[config.mk]
export PLATFORM = sky130hd
export DESIGN_NAME = txstream_monitor
export DESIGN_NICKNAME = d
export VERILOG_FILES = /design/src/rtl/txmon_pkg.sv /design/src/rtl/txmon_ctrl.sv /design/src/rtl/txmon_datapath.sv /design/src/rtl/txstream_monitor.sv
export SDC_FILE = /design/constraint.sdc
export NUM_CORES = 1
export LEC_CHECK = 0
export ABC_AREA = 1
export BUFFER_PORTS_ARGS = -buffer_cell sky130_fd_sc_hd__clkbuf_2
export CAP_MARGIN = 20
export CORE_AREA = 4 4 111 113
export CTS_CLUSTER_SIZE = 12
export DETAILED_ROUTE_END_ITERATION = 10
export DIE_AREA = 0 0 115 117
export GPL_ROUTABILITY_DRIVEN = 0
export PLACE_DENSITY = 0.64
export RECOVER_POWER = 100
export REMOVE_ABC_BUFFERS = 1
export SLEW_MARGIN = 20
export SYNTH_ARGS = -nofsm -noshare
export SYNTH_HDL_FRONTEND = slang
export SYNTH_HIERARCHICAL = 1
export SYNTH_SLANG_ARGS = --single-unit
[constraint.sdc]
create_clock -name clk -period 2.36 [get_ports clk]
set_input_delay 0 -clock clk [delete_from_list [all_inputs] [get_ports clk]]
set_output_delay 0 -clock clk [all_outputs]
set_load 0.005 [all_outputs]
[src/rtl/txmon_pkg.sv]
package txmon_pkg;
  localparam int NUM_RULES     = 9;
  localparam int RULE_FRAME    = 0;
  localparam int RULE_LENGTH   = 1;
  localparam int RULE_WINDOW   = 2;
  localparam int RULE_LATESTOP = 3;
  localparam int RULE_GAP      = 4;
  localparam int RULE_ERRPOS   = 5;
  localparam int RULE_ERRSHORT = 6;
  localparam int RULE_NULLSOP  = 7;
  localparam int RULE_EMPTY    = 8;

  typedef struct packed {
    logic                 sopBeat;
    logic                 pktBeat;
    logic                 eopBeat;
    logic                 pktErr;
    logic [NUM_RULES-1:0] viol;
  } mon_strobe_t;
endpackage

[src/rtl/txmon_ctrl.sv]
module txmon_ctrl
  import txmon_pkg::*;
#(
  parameter int READY_LATENCY = 2,
  parameter int EMPTY_W       = 2
) (
  input  logic               clk,
  input  logic               rstN,
  input  logic               txValid,
  input  logic               txSop,
  input  logic               txEop,
  input  logic               txReady,
  input  logic               txErr,
  input  logic [EMPTY_W-1:0] txEmpty,
  output mon_strobe_t        strobes
);
  logic readyD1, readyD2, readyWin;
  logic pktOpen, errSeen, nullPrev;
  logic sopBeat, pktBeat, eopBeat, pktErr;

  generate
    if (READY_LATENCY == 1) begin : g_lat1
      assign readyWin = readyD1;
    end else begin : g_lat2
      assign readyWin = readyD2;
    end
  endgenerate

  assign sopBeat = txValid & txSop;
  assign pktBeat = txValid & (txSop | pktOpen);
  assign eopBeat = txValid & txEop & (txSop | pktOpen);
  assign pktErr  = (errSeen & ~sopBeat) | (txErr & txValid);

  always_comb begin
    strobes.sopBeat = sopBeat;
    strobes.pktBeat = pktBeat;
    strobes.eopBeat = eopBeat;
    strobes.pktErr  = pktErr;
    strobes.viol    = '0;
    strobes.viol[RULE_FRAME]    = (sopBeat & pktOpen) | (txValid & ~txSop & ~pktOpen);
    strobes.viol[RULE_WINDOW]   = txValid & ~readyWin;
    strobes.viol[RULE_LATESTOP] = txValid & ~readyD1 & ~readyD2;
    strobes.viol[RULE_GAP]      = pktOpen & ~txValid & readyD1 & readyD2;
    strobes.viol[RULE_ERRPOS]   = txErr & (~txValid | txSop | txEop | ~pktOpen | errSeen);
    strobes.viol[RULE_NULLSOP]  = sopBeat & nullPrev;
    strobes.viol[RULE_EMPTY]    = txValid & ~txEop & (txEmpty != '0);
  end

  always_ff @(posedge clk or negedge rstN) begin
    if (!rstN) begin
      readyD1  <= 1'b0;
      readyD2  <= 1'b0;
      pktOpen  <= 1'b0;
      errSeen  <= 1'b0;
      nullPrev <= 1'b0;
    end else begin
      readyD1  <= txReady;
      readyD2  <= readyD1;
      nullPrev <= eopBeat & pktErr;
      if (eopBeat) begin
        pktOpen <= 1'b0;
        errSeen <= 1'b0;
      end else if (sopBeat) begin
        pktOpen <= 1'b1;
        errSeen <= txErr;
      end else if (pktOpen) begin
        errSeen <= errSeen | (txErr & txValid);
      end
    end
  end
endmodule

[src/rtl/txmon_datapath.sv]
module txmon_datapath
  import txmon_pkg::*;
#(
  parameter int DATA_W = 256,
  parameter int CNT_W  = 16
) (
  input  logic                 clk,
  input  logic                 rstN,
  input  logic                 clearFlags,
  input  logic [DATA_W-1:0]    txData,
  input  mon_strobe_t          strobes,
  output logic [NUM_RULES-1:0] violFlags,
  output logic [CNT_W-1:0]     pktCount
);
  localparam int DW_PER_BEAT = DATA_W / 32;
  localparam int BEAT_SHIFT  = $clog2(DW_PER_BEAT);
  localparam int MAX_LEN     = 1024;
  localparam int MAX_TOTAL   = 5 + MAX_LEN;
  localparam int MAX_BEATS   = (MAX_TOTAL + DW_PER_BEAT - 1) / DW_PER_BEAT;
  localparam int BEAT_W      = $clog2(MAX_BEATS + 2);
  localparam int TOT_W       = $clog2(MAX_TOTAL + DW_PER_BEAT + 1);

  function automatic logic [BEAT_W-1:0] hdrBeats(input logic [DATA_W-1:0] d);
    logic             hdr4, pad;
    logic [TOT_W-1:0] len, tot;
    hdr4 = d[29] | (d[28:27] == 2'b10);
    len  = (d[9:0] == 10'd0) ? TOT_W'(MAX_LEN) : TOT_W'(d[9:0]);
    pad  = hdr4 ? d[98] : ~d[66];
    tot  = (hdr4 ? TOT_W'(4) : TOT_W'(3)) + TOT_W'(pad) + len + TOT_W'(DW_PER_BEAT - 1);
    return d[30] ? BEAT_W'(tot >> BEAT_SHIFT) : BEAT_W'(1);
  endfunction

  logic [BEAT_W-1:0]    beatCnt, expReg, cntCur, expCur;
  logic [NUM_RULES-1:0] newViol;
  logic                 unusedData;

  assign unusedData = ^txData;

  always_comb begin
    if (strobes.sopBeat)          cntCur = BEAT_W'(1);
    else if (&beatCnt)            cntCur = beatCnt;
    else                          cntCur = beatCnt + BEAT_W'(1);
    expCur = strobes.sopBeat ? hdrBeats(txData) : expReg;
    newViol = strobes.viol;
    newViol[RULE_LENGTH]   = strobes.eopBeat & (cntCur != expCur);
    newViol[RULE_ERRSHORT] = strobes.eopBeat & strobes.pktErr & (cntCur <= BEAT_W'(2));
  end

  always_ff @(posedge clk or negedge rstN) begin
    if (!rstN) begin
      beatCnt   <= '0;
      expReg    <= '0;
      violFlags <= '0;
      pktCount  <= '0;
    end else begin
      if (strobes.pktBeat) beatCnt <= cntCur;
      if (strobes.sopBeat) expReg  <= expCur;
      violFlags <= clearFlags ? newViol : (violFlags | newViol);
      pktCount  <= pktCount + CNT_W'(strobes.eopBeat);
    end
  end
endmodule

[src/rtl/txstream_monitor.sv]
module txstream_monitor
  import txmon_pkg::*;
#(
  parameter int DATA_W        = 256,
  parameter int EMPTY_W       = 2,
  parameter int READY_LATENCY = 2,
  parameter int CNT_W         = 16
) (
  input  logic                 clk,
  input  logic                 rstN,
  input  logic                 clearFlags,
  input  logic [DATA_W-1:0]    txData,
  input  logic                 txSop,
  input  logic                 txEop,
  input  logic                 txValid,
  input  logic                 txReady,
  input  logic [EMPTY_W-1:0]   txEmpty,
  input  logic                 txErr,
  output logic [NUM_RULES-1:0] violFlags,
  output logic [CNT_W-1:0]     pktCount
);
  mon_strobe_t strobes;

  txmon_ctrl #(.READY_LATENCY(READY_LATENCY), .EMPTY_W(EMPTY_W)) u_ctrl (
    .clk(clk), .rstN(rstN), .txValid(txValid), .txSop(txSop), .txEop(txEop),
    .txReady(txReady), .txErr(txErr), .txEmpty(txEmpty), .strobes(strobes)
  );

  txmon_datapath #(.DATA_W(DATA_W), .CNT_W(CNT_W)) u_dp (
    .clk(clk), .rstN(rstN), .clearFlags(clearFlags), .txData(txData),
    .strobes(strobes), .violFlags(violFlags), .pktCount(pktCount)
  );
endmodule

### Word-level counts from Yosys, hierarchy flattened

Cells that the tools add are included.

* output and inout bits: 25
* register bits after elaboration: 46
* logic and storage cells: 75
* input port bits: 266

* equal/unequal tests: 2
* reductions and logical operators: 5
* muxes and demuxes: 13
* bitwise logic cells: 40
* magnitude comparators: 1
* add/subtract/negate cells: 5

Operators by type and width (number)
* $mux 8: 4
* $and 1x1->1: 22
* $add 16x1->16: 1
* $add 11x1->11: 1
* $add 11x11->11: 1
* $add 11x3->11 const B: 1
* $mux 11: 1
* $logic_not 10->1: 1
* $mux 9: 1
* $or 1x1->1: 9
* $or 9x9->9: 1
* $add 8x1->8 const B: 1
* $le 8x2->1 const B: 1
* $ne 8x8->1: 1
* $not 1->1: 8
* $reduce_and 8->1: 1
* $mux 1: 6
* $reduce_bool 2->1: 2
* $mux 3: 1
* $reduce_bool 3->1: 1
* $eq 2x2->1 const B: 1

### Longest topological paths before layout

* depth after elaboration: 12
* depth in mapped cells: 22
* mapped depth without buffers: 22

### Cells and area by module

The synthesis kept the hierarchy.

Modules (own cells, without submodules)
* txmon_datapath: area an instance 2449.8 um^2, times used 1, cells each 319, seq. area each 1026.0 um^2
* txmon_ctrl: area an instance 334.1 um^2, times used 1, cells each 49, seq. area each 125.1 um^2

### Worst setup path after synthesis

OpenSTA, ideal clock, no wires.

* path kind: register to register
* from: register u_ctrl.pktOpen
* to: register u_dp.pktCount[14]
* data arrival time: 1997 ps
* path slack: 240 ps
* data required time: 2237 ps
* buffers on the path: 1
* stages on the path, launching flop included: 14
* clock period less this slack: 2120 ps
* setup time: 123 ps
* cells stage by stage: dfrtp_1 inv_1 nand2_1 nand2_1 clkinv_2 buf_4 ha_1 ha_1 nand3_1 nor3b_2 nand4_1 nor3_1 nand3_1 xnor2_1

* longest elaborated chain between the ends: 3

RTL lines
* start, declared: line txmon_ctrl.sv:18 `logic pktOpen, errSeen, nullPrev;`
* start signal, assigned: line txmon_ctrl.sv:53 `pktOpen <= 1'b0;`
* start signal, assigned: line txmon_ctrl.sv:61 `pktOpen <= 1'b0;`
* start signal, assigned: line txmon_ctrl.sv:64 `pktOpen <= 1'b1;`
* $or 1x1->1: line txmon_ctrl.sv:31 `assign eopBeat = txValid & txEop & (txSop | pktOpen);`
* $and 1x1->1: line txmon_ctrl.sv:31
* net u_ctrl.eopBeat: line txmon_ctrl.sv:19 `logic sopBeat, pktBeat, eopBeat, pktErr;`
* $add 16x1->16: line txmon_datapath.sv:59 `pktCount <= pktCount + CNT_W'(strobes.eopBeat);`
* end signal, assigned: line txmon_datapath.sv:59
* end, declared: line txmon_datapath.sv:13 `output logic [CNT_W-1:0] pktCount`

The timed path passes the listed nets, and every way through them passes these cells.
A chain may end at the register's enable or synchronous reset.

==> impl_metrics.env <==
export IMPL_reg2reg_depth=12
export IMPL_grt_first_pass_wirelength_mm=10.9
export IMPL_overflow=0
export IMPL_multiInputGateArea_um2=1350
export IMPL_power_mw=2.39
export IMPL_p_clk_share_pct=33.6
export IMPL_arrival_ns=2.32
export IMPL_crit_type="reg -> reg"
export IMPL_num_vias=2493
export IMPL_start_util_pct=24.4
export IMPL_r2r_setup_slack_ns=0.21
export IMPL_portBuffers=50
export IMPL_p_int_mw=1.64
export IMPL_power_leakage_nw=1.82
export IMPL_via_per_inst=4.41
export IMPL_placedCellCount=553
export IMPL_drc=0
export IMPL_drt_iter0_drc=129
export IMPL_die_area_um2=13500
export IMPL_fillers=1269
export IMPL_drive_gt1_share_pct=13.7
export IMPL_hold_end="u_dp/violFlags[5]"
export IMPL_min_path_type="in -> reg"
export IMPL_critPathRequiredTime_ns=2.53
export IMPL_powerDensity_nw_per_um2=716
export IMPL_status="finished clean"
export IMPL_fin_tns_setup_ns=0
export IMPL_num_rows=39
export IMPL_clock_latency_ns=0.29
export IMPL_postLayoutCellArea_um2=3340
export IMPL_htreeDepth=2
export IMPL_wirelength_mm=6.41
export IMPL_worstSetupStartpointType="register"
export IMPL_yosysWarnings=6
export IMPL_worstSetupStartpoint="u_ctrl/pktOpen"
export IMPL_antenna_found_initial=0
export IMPL_syn_area_per_cell_um2=7.58
export IMPL_cp_max_fo=3
export IMPL_numCtsBuffers=5
export IMPL_slew_headroom_pct=41.5
export IMPL_seqPwrFrac_pct=42.5
export IMPL_sw_frac_of_total_pct=31.6
export IMPL_grt_pass1_vias=2455
export IMPL_cts_tree="yes"
export IMPL_critPathCaptureType="register"
export IMPL_hold_viol_final=0
export IMPL_slew_viol_final=0
export IMPL_fin_crit_sh_pct=91.0
export IMPL_final_setup_viol_count=0
export IMPL_ir_drop_v=0.000390
export IMPL_die_width_um=115
export IMPL_layout_min_cycle_time_ns=2.15
export IMPL_routedWlPerCell_um=11.3
export IMPL_finalNonFillerCells=565
export IMPL_cts_path_max_buffers=2
export IMPL_p_sw_mw=0.757
export IMPL_min_from="txErr"
export IMPL_hpwl_mm=5.11
export IMPL_grt_start_max_net_pins=37
export IMPL_r2r_end="u_dp/pktCount[14]"
export IMPL_die_h_um=117
export IMPL_area_delta_synth_final_pct=20.9
export IMPL_grtUsageTotal_pct=9.82
export IMPL_min_path_cells=3
export IMPL_clk_pin_slew_worst_paths_ns=0.06
export IMPL_syn_inst=365
export IMPL_clock_skew_ns=0.00421
export IMPL_combPwrFrac_pct=23.9
export IMPL_clockRootBuffer="clkbuf_16"
export IMPL_fmax_ghz=0.465
export IMPL_core_area_um2=11300
export IMPL_antennaDiodeCount=0
export IMPL_r2r_start="u_ctrl/pktOpen"
export IMPL_final_net_count=696
export IMPL_regArea_um2=1150
export IMPL_clock_sinks=46
export IMPL_antenna_left=0
export IMPL_timing_hold_ws_ns=0.0283
export IMPL_ios=291
export IMPL_tightest_slew_ns=0.877
export IMPL_maxCapViolCount=0
export IMPL_place_area_um2=3170
export IMPL_synth_area_um2=2770
export IMPL_dr_pass1_iters=4
## registers in the layout (all words and copies together), names as in the netlist
register,flops
u_ctrl/readyD2,1
u_dp/violFlags,9
u_ctrl/nullPrev,1
u_ctrl/errSeen,1
u_dp/beatCnt,8
u_dp/expReg,8
u_ctrl/readyD1,1
u_dp/pktCount,16
u_ctrl/pktOpen,1
## area by class of cell
type                       count  share of cell area [%]
multi-input combinational    253                    40.4
sequential                    46                    34.4
timing repair buffer          57                    8.20
inverter                      58                    6.55
tap                          143                    5.35
clock buffer                   5                    3.74
clock inverter                 3                    1.31
## per-stage QoR
step / utilization (%) / worst slack [ns]
5_1_grt: 29.5 / -0.0174
2_1_floorplan: - / 0.321
4_1_cts: 29.7 / 0.0911
3_5_place_dp: 28.0 / -0.0191
6_report: 29.5 / 0.212
3_3_place_gp: 28.0 / 0.0469
## routing by layer
layer	up-vias	global-route usage (%)	wire length, um	share of wire (%)
met4	0	2.35	81	1.3
met2	61	16.8	3070	48
li1	1265	-	-	-
met1	1158	12.8	2960	46
met3	9	1.85	299	4.7
met5	-	0	0	0
## critical path, stage by stage (launching register included)
cell and delay [ns]:
dfrtp_1 0.35, inv_1 0.07, nand2_1 0.10, nand2_1 0.09, clkinv_2 0.06, ha_1 0.16, ha_1 0.21, nand3_2 0.13
nor3b_4 0.23, nand4_1 0.17, nor3_2 0.23, nand3_1 0.11, xnor2_1 0.14
## power groups by stage
| stage | logic, mW | registers [mW] | clock network [mW] |
|---|---|---|---|
| 3_3_place_gp | 0.570 | 1.02 | 0 |
| 6_report | 0.573 | 1.02 | 0.803 |
| 2_1_floorplan | 0.376 | 1.01 | 0 |
| 5_1_grt | 0.667 | 1.04 | 0.853 |
| 3_5_place_dp | 0.583 | 1.03 | 0 |
| 4_1_cts | 0.588 | 1.02 | 0.827 |
## placed cells by master (no fill, tap or decap), types with 3 or more instances in the layout
cell type / instances
nand2_1: 110
nand2_2: 6
dfrtp_1: 46
clkbuf_2: 26
xnor2_1: 5
a21oi_2: 4
nor3_1: 4
nor2_1: 20
xor2_1: 10
buf_4: 3
o21ai_0: 12
inv_1: 55
a21o_1: 7
clkbuf_16: 5
nand3b_1: 3
nand4_1: 9
nand3_1: 40
clkbuf_1: 25
ha_1: 9
## timing repair
action | CTS | global route
endpoints found under the setup margin | 0 | 1
setup buffers | 0 | 2
gates resized for setup | 0 | 4
hold buffers | 2 | 0
endpoints found under the hold margin | 11 | 0
## worst max-delay path by stage
stage | slack (ns) | cells past startpoint | endpoint
after floorplan | 0.32 | 12 | u_dp/pktCount[14]
after global placement | 0.05 | 21 | u_dp/violFlags[1]
after detailed placement | -0.02 | 21 | u_dp/violFlags[1]
after CTS | 0.09 | 12 | u_dp/pktCount[14]
after global routing | -0.02 | 12 | u_dp/pktCount[12]
final | 0.21 | 12 | u_dp/pktCount[14]
(Power assumes the default switching activity.)
